[src/rtl/stby_pkg.sv]
// Shared types and helpers for the stop sequencer.
// Assumes the caller passes exponents with the longest one last.
package stby_pkg;

    typedef enum logic [1:0] {
        ST_RUN  = 2'd0,
        ST_STOP = 2'd1,
        ST_WAIT = 2'd2,
        ST_HALT = 2'd3
    } stby_state_t;

    // Map a select code to a wait exponent; codes above 4 take the longest.
    function automatic int unsigned pick_exp(input logic [2:0] code,
                                             input int unsigned e0,
                                             input int unsigned e1,
                                             input int unsigned e2,
                                             input int unsigned e3,
                                             input int unsigned e4);
        case (code)
            3'd0:    return e0;
            3'd1:    return e1;
            3'd2:    return e2;
            3'd3:    return e3;
            default: return e4;
        endcase
    endfunction

endpackage

[src/rtl/stby_wake_detect.sv]
// Reduces request and mask flags to one "wake pending" level.
// With SYNC_STAGES > 0 each unmasked line passes a flop chain first,
// since interrupt sources may be asynchronous to the controller clock.
module stby_wake_detect #(
    parameter int N_IRQ       = 8,
    parameter int SYNC_STAGES = 2
) (
    input  logic             clk,
    input  logic             rst_n,
    input  logic [N_IRQ-1:0] irq_req,
    input  logic [N_IRQ-1:0] irq_mask,
    output logic             wake_pend
);

    logic [N_IRQ-1:0] live;
    assign live = irq_req & ~irq_mask;

    generate
        if (SYNC_STAGES == 0) begin : g_direct
            assign wake_pend = |live;
        end else begin : g_sync
            logic [N_IRQ-1:0] chain [SYNC_STAGES];
            // Shift the unmasked flags through the synchronizer.
            always_ff @(posedge clk) begin
                if (!rst_n) begin
                    for (int i = 0; i < SYNC_STAGES; i++) chain[i] <= '0;
                end else begin
                    chain[0] <= live;
                    for (int i = 1; i < SYNC_STAGES; i++) chain[i] <= chain[i-1];
                end
            end
            assign wake_pend = |chain[SYNC_STAGES-1];
        end
    endgenerate

endmodule

[src/rtl/stby_stab_timer.sv]
// Oscillation-stabilization down-counter. A start pulse loads 2^E-1,
// where E comes from the select code. While enabled it counts to zero.
// Assumes EXP4 is the largest exponent; it sets the counter width.
module stby_stab_timer
    import stby_pkg::*;
#(
    parameter int unsigned EXP0 = 12,
    parameter int unsigned EXP1 = 14,
    parameter int unsigned EXP2 = 15,
    parameter int unsigned EXP3 = 16,
    parameter int unsigned EXP4 = 17
) (
    input  logic       clk,
    input  logic       rst_n,
    input  logic       start,
    input  logic       en,
    input  logic [2:0] sel,
    output logic       expired
);

    localparam int CW = EXP4;

    logic [CW-1:0] cnt;
    logic [CW-1:0] load_val;
    int unsigned   exp_sel;

    // Derive the load value from the selected exponent.
    always_comb begin
        exp_sel  = pick_exp(sel, EXP0, EXP1, EXP2, EXP3, EXP4);
        load_val = CW'((64'd1 << exp_sel) - 64'd1);
    end

    // Load on start, otherwise step toward zero while enabled.
    always_ff @(posedge clk) begin
        if (!rst_n)                cnt <= '0;
        else if (start)            cnt <= load_val;
        else if (en && cnt != '0)  cnt <= cnt - 1'b1;
    end

    assign expired = (cnt == '0);

    assert_count_down_R6: assert property (@(posedge clk) disable iff (!rst_n)
        (!start && en && !expired) |=> (cnt == $past(cnt) - 1'b1));

    assert_load_R7: assert property (@(posedge clk) disable iff (!rst_n)
        start |=> !expired || $past(load_val) == '0);

endmodule

[src/rtl/stby_periph_gate.sv]
// Peripheral enables and pin forcing while the main oscillator is off.
// Outside that state everything is enabled and nothing is forced.
module stby_periph_gate (
    input  logic stopped,
    input  logic sub_clk_present,
    input  logic wt_src_sub,
    input  logic clkout_src_sub,
    input  logic tmr8_src_ext,
    output logic tmr16_en,
    output logic wdt_en,
    output logic wt_en,
    output logic tmr8_en,
    output logic clkout_force_low,
    output logic buz_force_low
);

    logic sub_feeds_wt;
    logic sub_feeds_clkout;

    // Decide per peripheral whether its clock survives the stop.
    always_comb begin
        sub_feeds_wt     = wt_src_sub & sub_clk_present;
        sub_feeds_clkout = clkout_src_sub & sub_clk_present;
        tmr16_en         = !stopped;
        wdt_en           = !stopped;
        wt_en            = !stopped || sub_feeds_wt;
        tmr8_en          = !stopped || tmr8_src_ext;
        clkout_force_low = stopped && !sub_feeds_clkout;
        buz_force_low    = stopped;
    end

endmodule

[src/rtl/stby_stop_ctrl.sv]
// Top of the stop sequencer. Accepts stop requests from the CPU and
// turns off the main oscillator. It wakes on an unmasked interrupt and
// holds the CPU through the stabilization wait. Runs on an always-on clock.
module stby_stop_ctrl
    import stby_pkg::*;
#(
    parameter int          N_IRQ       = 8,
    parameter int          SYNC_STAGES = 2,
    parameter int unsigned EXP0        = 12,
    parameter int unsigned EXP1        = 14,
    parameter int unsigned EXP2        = 15,
    parameter int unsigned EXP3        = 16,
    parameter int unsigned EXP4        = 17
) (
    input  logic             clk,
    input  logic             rst_n,
    input  logic             stop_req,
    input  logic             cpu_on_sub,
    input  logic             sub_clk_present,
    input  logic [N_IRQ-1:0] irq_req,
    input  logic [N_IRQ-1:0] irq_mask,
    input  logic [2:0]       stab_sel,
    input  logic             wt_src_sub,
    input  logic             clkout_src_sub,
    input  logic             tmr8_src_ext,
    output logic             main_osc_en,
    output logic             cpu_run,
    output logic             stop_ack,
    output logic             wake_done,
    output logic             port_hold,
    output logic             tmr16_en,
    output logic             wdt_en,
    output logic             wt_en,
    output logic             tmr8_en,
    output logic             clkout_force_low,
    output logic             buz_force_low
);

    stby_state_t state, nxt;
    logic wake_pend, accept, tmr_start, tmr_en, tmr_expired;

    stby_wake_detect #(.N_IRQ(N_IRQ), .SYNC_STAGES(SYNC_STAGES)) u_wake (
        .clk(clk), .rst_n(rst_n), .irq_req(irq_req), .irq_mask(irq_mask),
        .wake_pend(wake_pend)
    );

    stby_stab_timer #(.EXP0(EXP0), .EXP1(EXP1), .EXP2(EXP2), .EXP3(EXP3),
                      .EXP4(EXP4)) u_timer (
        .clk(clk), .rst_n(rst_n), .start(tmr_start), .en(tmr_en),
        .sel(stab_sel), .expired(tmr_expired)
    );

    stby_periph_gate u_gate (
        .stopped(state == ST_STOP), .sub_clk_present(sub_clk_present),
        .wt_src_sub(wt_src_sub), .clkout_src_sub(clkout_src_sub),
        .tmr8_src_ext(tmr8_src_ext), .tmr16_en(tmr16_en), .wdt_en(wdt_en),
        .wt_en(wt_en), .tmr8_en(tmr8_en),
        .clkout_force_low(clkout_force_low), .buz_force_low(buz_force_low)
    );

    // Next-state logic and timer control.
    always_comb begin
        accept    = stop_req && !cpu_on_sub;
        nxt       = state;
        tmr_start = 1'b0;
        tmr_en    = (state == ST_WAIT);
        case (state)
            ST_RUN:  if (accept) nxt = wake_pend ? ST_HALT : ST_STOP;
            ST_STOP: if (wake_pend) begin nxt = ST_WAIT; tmr_start = 1'b1; end
            ST_HALT: begin nxt = ST_WAIT; tmr_start = 1'b1; end
            ST_WAIT: if (tmr_expired) nxt = ST_RUN;
            default: nxt = ST_RUN;
        endcase
    end

    // State register and the two event pulses.
    always_ff @(posedge clk) begin
        if (!rst_n) begin
            state     <= ST_RUN;
            stop_ack  <= 1'b0;
            wake_done <= 1'b0;
        end else begin
            state     <= nxt;
            stop_ack  <= (state == ST_RUN) && accept;
            wake_done <= (state == ST_WAIT) && tmr_expired;
        end
    end

    assign cpu_run     = (state == ST_RUN);
    assign main_osc_en = (state != ST_STOP);
    assign port_hold   = (state != ST_RUN);

    assert_ignore_sub_R2: assert property (@(posedge clk) disable iff (!rst_n)
        (cpu_run && stop_req && cpu_on_sub) |=> (cpu_run && !stop_ack));

    assert_enter_stop_R3: assert property (@(posedge clk) disable iff (!rst_n)
        (cpu_run && stop_req && !cpu_on_sub && !wake_pend) |=> (!main_osc_en && stop_ack));

    assert_ack_single_R3: assert property (@(posedge clk) disable iff (!rst_n)
        stop_ack |=> !stop_ack);

    assert_demote_R4: assert property (@(posedge clk) disable iff (!rst_n)
        (cpu_run && stop_req && !cpu_on_sub && wake_pend) |=> (main_osc_en && !cpu_run && stop_ack));

    assert_stay_stopped_R5: assert property (@(posedge clk) disable iff (!rst_n)
        (!main_osc_en && !wake_pend) |=> !main_osc_en);

    assert_wake_osc_R5: assert property (@(posedge clk) disable iff (!rst_n)
        (!main_osc_en && wake_pend) |=> (main_osc_en && !cpu_run));

    assert_done_pulse_R8: assert property (@(posedge clk) disable iff (!rst_n)
        $rose(cpu_run) |-> wake_done);

    assert_hold_R9: assert property (@(posedge clk) disable iff (!rst_n)
        stop_ack |-> port_hold);

    assert_gate_R10: assert property (@(posedge clk) disable iff (!rst_n)
        !main_osc_en |-> (!tmr16_en && !wdt_en && buz_force_low));

endmodule

[config.mk]
export PLATFORM = sky130hd
export DESIGN_NAME = stby_stop_ctrl
export DESIGN_NICKNAME = d
export VERILOG_FILES = /design/src/rtl/stby_pkg.sv /design/src/rtl/stby_wake_detect.sv /design/src/rtl/stby_stab_timer.sv /design/src/rtl/stby_periph_gate.sv /design/src/rtl/stby_stop_ctrl.sv
export SDC_FILE = /design/constraint.sdc
export NUM_CORES = 1
export LEC_CHECK = 0
export BUFFER_PORTS_ARGS = -buffer_cell sky130_fd_sc_hd__buf_4
export CAP_MARGIN = 20
export CORE_UTILIZATION = 36
export DETAILED_ROUTE_END_ITERATION = 8
export PLACE_DENSITY = 0.55
export SYNTH_ARGS = -nofsm -noshare
export SYNTH_HDL_FRONTEND = slang
export SYNTH_SLANG_ARGS = --single-unit
[constraint.sdc]
create_clock -name clk -period 5.75 [get_ports clk]
set_clock_uncertainty 0.05 [all_clocks]
set_input_delay 1.15 -clock clk [delete_from_list [all_inputs] [get_ports clk]]
set_output_delay 1.15 -clock clk [all_outputs]
set_load 0.02 [all_outputs]
### Yosys cells after proc, flatten, opt, wreduce, memory -nomap -nowiden

Memories as Yosys holds them, arrays and structs flattened.
Cells that the tools add are included.

| cells by class | value |
|---|---|
| $add $sub $neg | 2 |
| eq/ne operators | 10 |
| shift operators | 1 |
| mux-type cells | 14 |
| bitwise gates (word level) | 6 |
| reductions and logical operators | 18 |

Operator list:

| cell | count |
|---|---|
| 17-bit 2-to-1 mux | 2 |
| 17-bit by 1-bit subtractor with 17-bit output (second input constant) | 2 |
| 5-bit case mux with 4 select lines | 1 |
| 17-bit logical NOT | 1 |
| 17-bit nonzero test | 1 |
| 1-bit by 5-bit left shift with 17-bit output (first input constant) | 1 |
| 8-bit 2-to-1 mux | 2 |
| 8-bit AND | 1 |
| 2-bit 2-to-1 mux | 4 |
| 8-bit NOT | 1 |
| 2-bit case mux with 4 select lines | 1 |
| 8-bit OR reduction | 1 |
| 3-bit by 2-bit equality test with 1-bit output (second input constant) | 2 |
| 1-bit logical AND | 5 |
| 2-bit equality test (second input constant) | 2 |
| 2-bit by 1-bit inequality test with 1-bit output (second input constant) | 2 |
| 2-bit inequality test (second input constant) | 2 |
| 2-bit nonzero test | 2 |
| 3-bit by 1-bit equality test with 1-bit output (second input constant) | 1 |
| 1-bit logical NOT | 3 |
| 3-bit logical NOT | 1 |
| 1-bit 2-to-1 mux | 3 |
| 3-bit AND reduction | 1 |
| 1-bit AND | 2 |
| 5 further kinds | 7 |

| word-level totals | value |
|---|---|
| register bits | 21 |
| bits in writable memories | 16 |
| input bits | 27 |
| output and inout port bits | 11 |
| word-level logic and storage cells | 56 |
| memories kept | 1 |

Memory list:

| name | depth | bits a word | read ports | clocked after memory_dff | wr ports | RTL line | source |
|---|---|---|---|---|---|---|---|
| u_wake.g_sync.chain | 2 | 8 | 2 | 0 | 2 | stby_wake_detect.sv:22 | `logic [N_IRQ-1:0] chain [SYNC_STAGES];` |

### Longest topological paths before layout

Gate-level depths: netlist of the first run.

| logic depth | value |
|---|---|
| word-level depth | 5 |
| gate-level depth with buffers | 12 |
| mapped depth without buffers | 9 |

### Cells and area by module

From an unflattened synthesis of the first run, not the netlist that was laid out.

| second synthesis, totals | value |
|---|---|
| cells, all modules | 193 |
| area total of the unflattened synthesis | 1769.2 sq um |

By module, submodules not included:

| module | instances | cells an instance | area each (sq um) |
|---|---|---|---|
| stby_stab_timer | 1 | 128 | 1061.0 |
| stby_wake_detect | 1 | 37 | 480.5 |
| stby_stop_ctrl | 1 | 22 | 185.2 |
| stby_periph_gate | 1 | 6 | 42.5 |

### Worst setup path before layout of the first run

OpenSTA, ideal clock, no wires.

| timing | value |
|---|---|
| path kind | input port to output port |
| start point | in sub_clk_present |
| end point | out clkout_force_low |
| arrival | 1.509 ns |
| path slack | 3.041 ns |
| stages on the path | 1 |
| cell sequence | a21oi_1 |

| between the ends | value |
|---|---|
| word-level cells in the longest chain between the ends | 3 |

Ends and longest elaborated chain:

| item | RTL line | source |
|---|---|---|
| start: declaration | stby_stop_ctrl.sv:19 | `input logic sub_clk_present,` |
| 1-bit AND | stby_periph_gate.sv:23 | `sub_feeds_clkout = clkout_src_sub & sub_clk_present;` |
| 1-bit logical NOT | stby_periph_gate.sv:28 | `clkout_force_low = stopped && !sub_feeds_clkout;` |
| 1-bit logical AND | stby_periph_gate.sv:28 |  |
| end: declaration | stby_stop_ctrl.sv:35 | `output logic clkout_force_low,` |

No other way between the ends.

### Worst setup path after layout of the first run

| timing | value |
|---|---|
| start point | reg state[0] |
| end point | reg u_timer.cnt[16] |

| between the ends | value |
|---|---|
| word-level cells in the longest chain between the ends | 3 |
| elaborated cells between the ends (all ways) | 7 |
| classes of those cells | 3 x eq/ne; 2 x mux; 2 x reduce/logical |

Ends and longest elaborated chain:

| item | RTL line | source |
|---|---|---|
| start: declaration | stby_stop_ctrl.sv:39 | `stby_state_t state, nxt;` |
| start signal: assignment | stby_stop_ctrl.sv:83 | `state <= nxt;` |
| 2-bit equality test (tied with other cells) | stby_stop_ctrl.sv:67 | `case (state)` |
| 1-bit case mux with 2 select lines / 1-bit logical AND (equally long branches) | stby_stop_ctrl.sv:67, stby_stab_timer.sv:37 |  |
| 17-bit 2-to-1 mux / 2-bit nonzero test (equally long branches) | n/a |  |
| end signal: assignment | stby_stab_timer.sv:36 | `else if (start) cnt <= load_val;` |
| end signal: assignment | stby_stab_timer.sv:37 | `else if (en && cnt != '0) cnt <= cnt - 1'b1;` |
| end: declaration | stby_stab_timer.sv:23 | `logic [CW-1:0] cnt;` |

Parallel ways exist; a longest one is shown, timed or not.
A chain may end at the register's enable or synchronous reset.

==> flow_summary.toml, run 1 <==
[status]
outcome = "completed"

[die]
fp.dieW_um = 74.59
core_region_area_sq_um = 5075
io_pins = 38
floorplan.die_area_sq_um = 5563
fp.dieH_um = 74.59
std_cell_rows = 26
initial_utilization_pct = 37.38

[synthesis]
ys.flop_type = "sky130_fd_sc_hd__dfxtp_1"
synth_area_sq_um = 1897
synth_fp_nets = 243
post_synth.cell_area_avg_sq_um = 8.822
postSynthRegisterBits = 37
total_number_of_yosys_warnings = 0
synth_cell_types = 57
synth-edff-count = 0
netlist_instances = 215
postSynth.asyncResetShare_pct = 0
yosysSeqAreaShare_pct = 39.05

[clocking]
clk-insertion-delay-late_ns = 0.29
cts-htree-levels = 2
cts_inserted_buffers = 5
cts.path.max_buffers = 2
path_clk_slew_ns = 0.08
clock_sink_count = 37
cts-resized-gates = 0
holdBufCountCts = 0
cts_post_setup_buffers_inserted = 0
tritoncts = "done"
root_buffer = "sky130_fd_sc_hd__clkbuf_8"

[routing]
wl_um = 4569
final_antenna_net_count = 0
post-route-drc-count = 0
detailed_route_via_count = 1703
firstDrtPassIters = 4
wire_per_inst_um = 14.46
drt-vias-per-instance = 5.389
dr.first_iter.drc_count = 156

[critical_path]
worst_ep_required_time_ns = 5.89
critPathCaptureType = "flop"
critical_path.cell_chain = "inv_1, a31o_2, nand2_1, ha_1, nand3_1, nor3_1, o21ai_0, a32o_1"
crit_fanout = 18
timing.critical_path.slowest_cell_delay_ns = 0.55
slowest_cell_on_the_critical_path = "sky130_fd_sc_hd__dfxtp_1"
critical_path.n_buffers_inverters = 1
critical_path.top_delay_family = "compound AO/OA/AOI/OAI gates"
critPathLaunchType = "flop"
critPathArrivalTime_ns = 3.06
worst-setup-path-type = "reg -> reg"

[layout]
final_net_count = 273
layout.filler_cells = 540
num_antenna_cells = 0
multi_input_comb_area_sq_um = 1071
post_route_cells_drive_above_1_share_pct = 23.58
areaGrowthSynthToFinish_pct = 21.64
layout.area.seq_sq_um = 740.7
final_cell_mix = "sky130_fd_sc_hd__buf_4, sky130_fd_sc_hd__dfxtp_1, sky130_fd_sc_hd__nand2_1, sky130_fd_sc_hd__nor2_1, sky130_fd_sc_hd__and2_1"

[sta]
setup_violations = 0
timing.final.ws_setup_ns = 2.827
finalHoldViolations = 0
grt_setup_unrepaired = "no"
setup_total_negative_slack_ns = 0
finalWorstPathRequiredPeriod_ns = 2.923
layout_worst_path_cycle_share_pct = 50.84
tightest_slew_ns = 1.032
max_slew_margin_pct = 30.88
drv_slew = 0
timing.fmax_mhz = 342.1

[grt]
first_global_vias = 1564
largest_net_degree_at_the_start_of_global_routing = 41
number_of_antenna_violations_at_the_first_check_in_global_routing = 0
grt_ovf = 0
groute.usage.overall_pct = 17.88
first_pass_grt_wire_length_um = 7479

[power]
vdd.ir_drop.worst_v = 0.0001368
power_frac_clock_pct = 26.2
sequential_group_share_of_total_power_pct = 35.9
cellInternalPower_uw = 542.9
power_density_nw_per_um2 = 378.3
power_switching_share_pct = 37.80
power.net_switching_uw = 330.0
power_leakage_nw = 0.9959
power.combinational.fraction_pct = 38.0

[place]
dpl_worst_slack_ns = 2.848
portBuffers = 37
routabilityCongestion = 0.7996
dp.final_hpwl_um = 3157

[flow_run]
max-cap-violations = 0

[hold_path]
worstHoldPathType = "reg -> reg"
-- cell families (layout without fill, tap and decap cells) --
kind of cell | Yosys count | count (layout) | synth area share (%)
AOI/OAI and AO/OA | 56 | 56 | 22.10
xor gates and xnor gates | 3 | 3 | 1.385
adders and majority gates | 1 | 1 | 0.6595
buffers and inverters | 18 | 49 | 4.485
DFF | 37 | 37 | 39.05
muxes | 1 | 1 | 0.5277
and+or+nand+nor | 99 | 99 | 31.79
-- worst reg2reg max path, delay by kind of cell (launching register included) --
kind            cells  cell delay, ns
fa+ha+maj           1            0.47
simple gates        3            0.69
flops               1            0.55
compound gates      3            0.80
buf+inv             1            0.26
-- state kept, by name (all words and copies together), names as in the netlist --
name / flops
stop_ack: 1
u_timer.cnt: 17
state: 2
wake_done: 1
u_wake.g_sync.chain: 16
-- path summary, 6_finish.rpt --
kind	end	slack [ns]	cells past startpoint	start
worst max register to register	u_timer.cnt[16]$_SDFFE_PN0P_	2.83	8	state[0]$_SDFFE_PN0P_
worst max-delay path	u_timer.cnt[16]$_SDFFE_PN0P_	2.83	8	state[0]$_SDFFE_PN0P_
worst min-delay path	u_wake.g_sync.chain[0][11]$_SDFF_PN0_	0.38	1	u_wake.g_sync.chain[0][3]$_SDFF_PN0_
worst min register to register	u_wake.g_sync.chain[0][11]$_SDFF_PN0_	0.38	1	u_wake.g_sync.chain[0][3]$_SDFF_PN0_
-- metal layers --
layer / global-route usage [%] / share of wire (%)
met1: 23.17 / 48
met2: 29.53 / 48
met3: 3.659 / 2.7
met4: 6.080 / 1.1
met5: 0 / 0
-- Yosys cell counts (4+ instances only) --
master / number / share of area [%]
sky130_fd_sc_hd__inv_1: 4 / 0.79
sky130_fd_sc_hd__dfxtp_1: 37 / 39
sky130_fd_sc_hd__and3b_1: 8 / 3.7
sky130_fd_sc_hd__nand3_1: 9 / 2.4
sky130_fd_sc_hd__and3_1: 6 / 2.0
sky130_fd_sc_hd__nand2_1: 14 / 2.8
sky130_fd_sc_hd__and2_1: 12 / 4.0
sky130_fd_sc_hd__nor2_1: 13 / 2.6
sky130_fd_sc_hd__or3_1: 5 / 1.6
sky130_fd_sc_hd__a21boi_0: 4 / 1.6
sky130_fd_sc_hd__a21oi_1: 9 / 2.4
sky130_fd_sc_hd__clkbuf_1: 9 / 1.8
sky130_fd_sc_hd__o21a_1: 5 / 2.0
sky130_fd_sc_hd__nor3_1: 8 / 2.1
sky130_fd_sc_hd__o21ai_0: 9 / 2.4
-- stage by stage --
stage	std cells	power [mW]	hold WS (ns)	util, %	cell area (sq um)
4_1_cts	316	0.8759	0.3854	45.46	2307
3_5_place_dp	308	0.6465	0.3677	43.20	2192
3_3_place_gp	308	0.6478	0.3631	43.20	2192
2_1_floorplan	215	0.5583	0.3619	-	1897
6_report	316	0.8729	0.3842	45.46	2307
5_1_grt	316	0.9310	0.4067	45.46	2307
-- area by class of cell --
class	count	share of cell area, %
Inverter	4	0.6508
Sequential cell	37	32.10
Clock inverter	3	2.007
Clock buffer	5	2.983
Tap cell	70	3.796
Multi-Input combinational cell	160	46.42
Timing Repair Buffer	37	12.04
-- power by group through the flow --
stage	logic, mW	clock network [mW]	registers [mW]
floorplan	0.249	0	0.309
global placement	0.329	0	0.319
detailed placement	0.328	0	0.319
CTS	0.330	0.234	0.313
global route	0.365	0.249	0.317
finish	0.331	0.228	0.313
No activity file was read; power rests on OpenSTA's default activity.
==> run 2, diff against run 1 <==
--- a/config.mk
+++ b/config.mk
@@ -5,11 +5,12 @@
 export SDC_FILE = /design/constraint.sdc
 export NUM_CORES = 1
 export LEC_CHECK = 0
+export ABC_AREA = 1
 export BUFFER_PORTS_ARGS = -buffer_cell sky130_fd_sc_hd__buf_4
 export CAP_MARGIN = 20
 export CORE_UTILIZATION = 36
 export DETAILED_ROUTE_END_ITERATION = 8
-export PLACE_DENSITY = 0.55
+export PLACE_DENSITY = 0.57
 export SYNTH_ARGS = -nofsm -noshare
 export SYNTH_HDL_FRONTEND = slang
 export SYNTH_SLANG_ARGS = --single-unit
==> constraint.sdc (replaced) <==
create_clock -name clk -period 2.52 [get_ports clk]
set_clock_uncertainty 0.05 [all_clocks]
set_input_delay 0.504 -clock clk [delete_from_list [all_inputs] [get_ports clk]]
set_output_delay 0.504 -clock clk [all_outputs]
set_load 0.02 [all_outputs]
==> flow_summary.toml, run 2 <==
[die]
floorplan.die_area_sq_um = 5410
initial_utilization_pct = 38.26
fp.dieW_um = 73.55
fp.dieH_um = 73.55
std_cell_rows = 25
core_region_area_sq_um = 4817
io_pins = 38

[grt]
first_pass_grt_wire_length_um = 6451
first_global_vias = 1463
groute.usage.overall_pct = 15.87
number_of_antenna_violations_at_the_first_check_in_global_routing = 0
grt_ovf = 0
largest_net_degree_at_the_start_of_global_routing = 30

[clocking]
cts_post_setup_buffers_inserted = 0
clk-insertion-delay-late_ns = 0.29
tritoncts = "done"
root_buffer = "sky130_fd_sc_hd__clkbuf_8"
holdBufCountCts = 0
cts-htree-levels = 2
cts.path.max_buffers = 2
path_clk_slew_ns = 0.07
clock_sink_count = 37
cts-resized-gates = 0
cts_inserted_buffers = 5

[layout]
multi_input_comb_area_sq_um = 882.1
biggestRegsByFlops = "u_timer.cnt (17), u_wake.g_sync.chain (16), state (2)"
largest-register = "u_timer.cnt"
layout.filler_cells = 540
flip_flop_count_of_the_largest_register_after_layout = 17
num_antenna_cells = 0
final_cell_mix = "sky130_fd_sc_hd__nand2_1, sky130_fd_sc_hd__buf_4, sky130_fd_sc_hd__inv_1, sky130_fd_sc_hd__dfxtp_1, sky130_fd_sc_hd__nor2_1"
areaGrowthSynthToFinish_pct = 21.59
final_net_count = 334
post_route_cells_drive_above_1_share_pct = 21.50
layout.area.seq_sq_um = 740.7
mostFrequentLayoutCell = "sky130_fd_sc_hd__nand2_1"

[synthesis]
ys.flop_type = "sky130_fd_sc_hd__dfxtp_1"
largest_family_of_logic_cells_by_synthesized_area = "simple AND/OR/NAND/NOR gates"
synth-edff-count = 0
postSynthRegisterBits = 37
synth_compound_gate_area_share_pct = 11.81
synth_fa_ha_area_share_pct = 0.6789
synth_area_sq_um = 1843
total_number_of_yosys_warnings = 0
post_synth_xor_area_fraction_pct = 0
synthTopCellsByCount = "sky130_fd_sc_hd__nand2_1, sky130_fd_sc_hd__dfxtp_1, sky130_fd_sc_hd__inv_1"
synth_cell_types = 31
yosysSeqAreaShare_pct = 40.19
post_synth.cell_area_avg_sq_um = 6.826
synthDominantCellAreaShare_pct = 40.19
netlist_instances = 270
synth_simple_gate_area_share_pct = 35.37
postSynth.asyncResetShare_pct = 0
synth.mux.area_fraction_pct = 0
yosys.cell_count.top_type = "sky130_fd_sc_hd__nand2_1"
synth_fp_nets = 298
yosys.area.top_type = "sky130_fd_sc_hd__dfxtp_1"
netlist_top_cells_area = "sky130_fd_sc_hd__dfxtp_1, sky130_fd_sc_hd__nand2_1, sky130_fd_sc_hd__inv_1, sky130_fd_sc_hd__nor2_1, sky130_fd_sc_hd__nand3_1"

[sta]
finalWorstPathRequiredPeriod_ns = 2.254
whs_ns = 0.3057
setup_violations = 0
layout_worst_path_cycle_share_pct = 89.43
max_slew_margin_pct = 76.12
drv_slew = 0
finalHoldViolations = 0
grt_setup_unrepaired = "no"
tightest_slew_ns = 0.3551
setup_total_negative_slack_ns = 0
timing.fmax_mhz = 443.7

[critical_path]
critical_path.top_delay_family = "flip-flops"
timing.critical_path.mode_cell = "sky130_fd_sc_hd__inv_1"
critPathCaptureType = "primary output"
worst-setup-path-type = "reg -> out"
cp.depth = 5
worst_ep_required_time_ns = 1.97
critPathLaunchType = "flop"
critPathArrivalTime_ns = 1.70
crit_fanout = 8
r2r.worst_path.cells = 15
slowest_cell_on_the_critical_path = "sky130_fd_sc_hd__dfxtp_1"
critical_path.cell_chain = "inv_1, nor2_1, inv_1, or2_2, buf_4"
timing.critical_path.slowest_cell_delay_ns = 0.52
critical_path.n_buffers_inverters = 3

[place]
portBuffers = 37
dp.final_hpwl_um = 2930
routabilityCongestion = 0.8393

[power]
power_leakage_nw = 1.135
power.combinational.fraction_pct = 52.3
cellInternalPower_mw = 1.401
power_frac_clock_pct = 16.3
power_density_nw_per_um2 = 1146
power.net_switching_mw = 1.166
report.power.total_mw = 2.567
power_switching_share_pct = 45.41
sequential_group_share_of_total_power_pct = 31.4
vdd.ir_drop.worst_v = 0.0003958

[flow_run]
max-cap-violations = 0

[routing]
wire_per_inst_um = 10.49
firstDrtPassIters = 4
wl_um = 3923
detailed_route_via_count = 1698
post-route-drc-count = 0
dr.first_iter.drc_count = 67
drt-vias-per-instance = 4.540
final_antenna_net_count = 0

[hold_path]
worstHoldPathType = "in -> reg"
worstHoldPathCells = 2

[status]
outcome = "completed"
[run 2: metal layers]
metal / up-vias / GRT usage [%] / wire (um)
li1: 922 / - / -
met1: 746 / 20.02 / 1892
met2: 25 / 25.69 / 1849
met3: 5 / 4.115 / 131
met4: 0 / 6.410 / 49
met5: - / 0 / 0
[run 2: worst paths after layout]
check | to | slack, ns | from
worst min-delay path | u_wake.g_sync.chain[0][1]$_SDFF_PN0_ | 0.31 | irq_mask[1]
worst max-delay path | tmr8_en | 0.27 | state[0]$_SDFFE_PN0P_
worst max register to register | u_timer.cnt[16]$_SDFFE_PN0P_ | 0.52 | u_wake.g_sync.chain[0][10]$_SDFF_PN0_
worst min register to register | u_wake.g_sync.chain[0][12]$_SDFF_PN0_ | 0.36 | u_wake.g_sync.chain[0][4]$_SDFF_PN0_
[run 2: area by class of cell]
type                    instances  area share, %
multi-input cells             183          39.36
clock inverters                 3          1.005
clock buffers                   5          3.071
repair buffers                 39          13.07
inverters                      40          6.700
flip-flops and latches         37          33.05
well taps                      67          3.741
[run 2: logic make-up (layout without fill, tap and decap cells)]
group / Yosys count / after routing
buffers and inverters: 50 / 87
adders and majority gates: 1 / 1
AOI/OAI and AO/OA: 40 / 40
and+or+nand+nor: 142 / 142
DFF: 37 / 37
[run 2: stage by stage]
step                      instances  util [%]  instance area (sq um)  setup WS [ns]
final                           374     46.52                   2241         0.2664
after CTS                       374     46.52                   2241         0.2607
after detailed placement        366     44.62                   2150         0.5037
after global routing            374     46.52                   2241         0.1001
after global placement          366     44.62                   2150         0.5355
after floorplan                 270         -                   1843         0.4019
[run 2: power groups by stage]
stage	clock network, mW	registers [mW]	logic (mW)
detailed placement	0	0.817	1.34
finish	0.419	0.805	1.34
global route	0.459	0.821	1.54
floorplan	0	0.790	1.07
CTS	0.434	0.804	1.35
global placement	0	0.816	1.34
[run 2: worst reg2reg max path, cell delays in order, from the launching register on]
cell and delay (ns):
sky130_fd_sc_hd__dfxtp_1 0.30, sky130_fd_sc_hd__nor2_1 0.09, sky130_fd_sc_hd__nand2_1 0.09, sky130_fd_sc_hd__nor2_4 0.13, sky130_fd_sc_hd__nand2_2 0.09, sky130_fd_sc_hd__nand2_4 0.23, sky130_fd_sc_hd__nand2_1 0.14, sky130_fd_sc_hd__ha_1 0.24
sky130_fd_sc_hd__nand2_1 0.10, sky130_fd_sc_hd__inv_1 0.07, sky130_fd_sc_hd__nand3_2 0.08, sky130_fd_sc_hd__inv_2 0.06, sky130_fd_sc_hd__nand3_1 0.06, sky130_fd_sc_hd__nand2_1 0.05, sky130_fd_sc_hd__nor2_1 0.08, sky130_fd_sc_hd__nor2_1 0.04
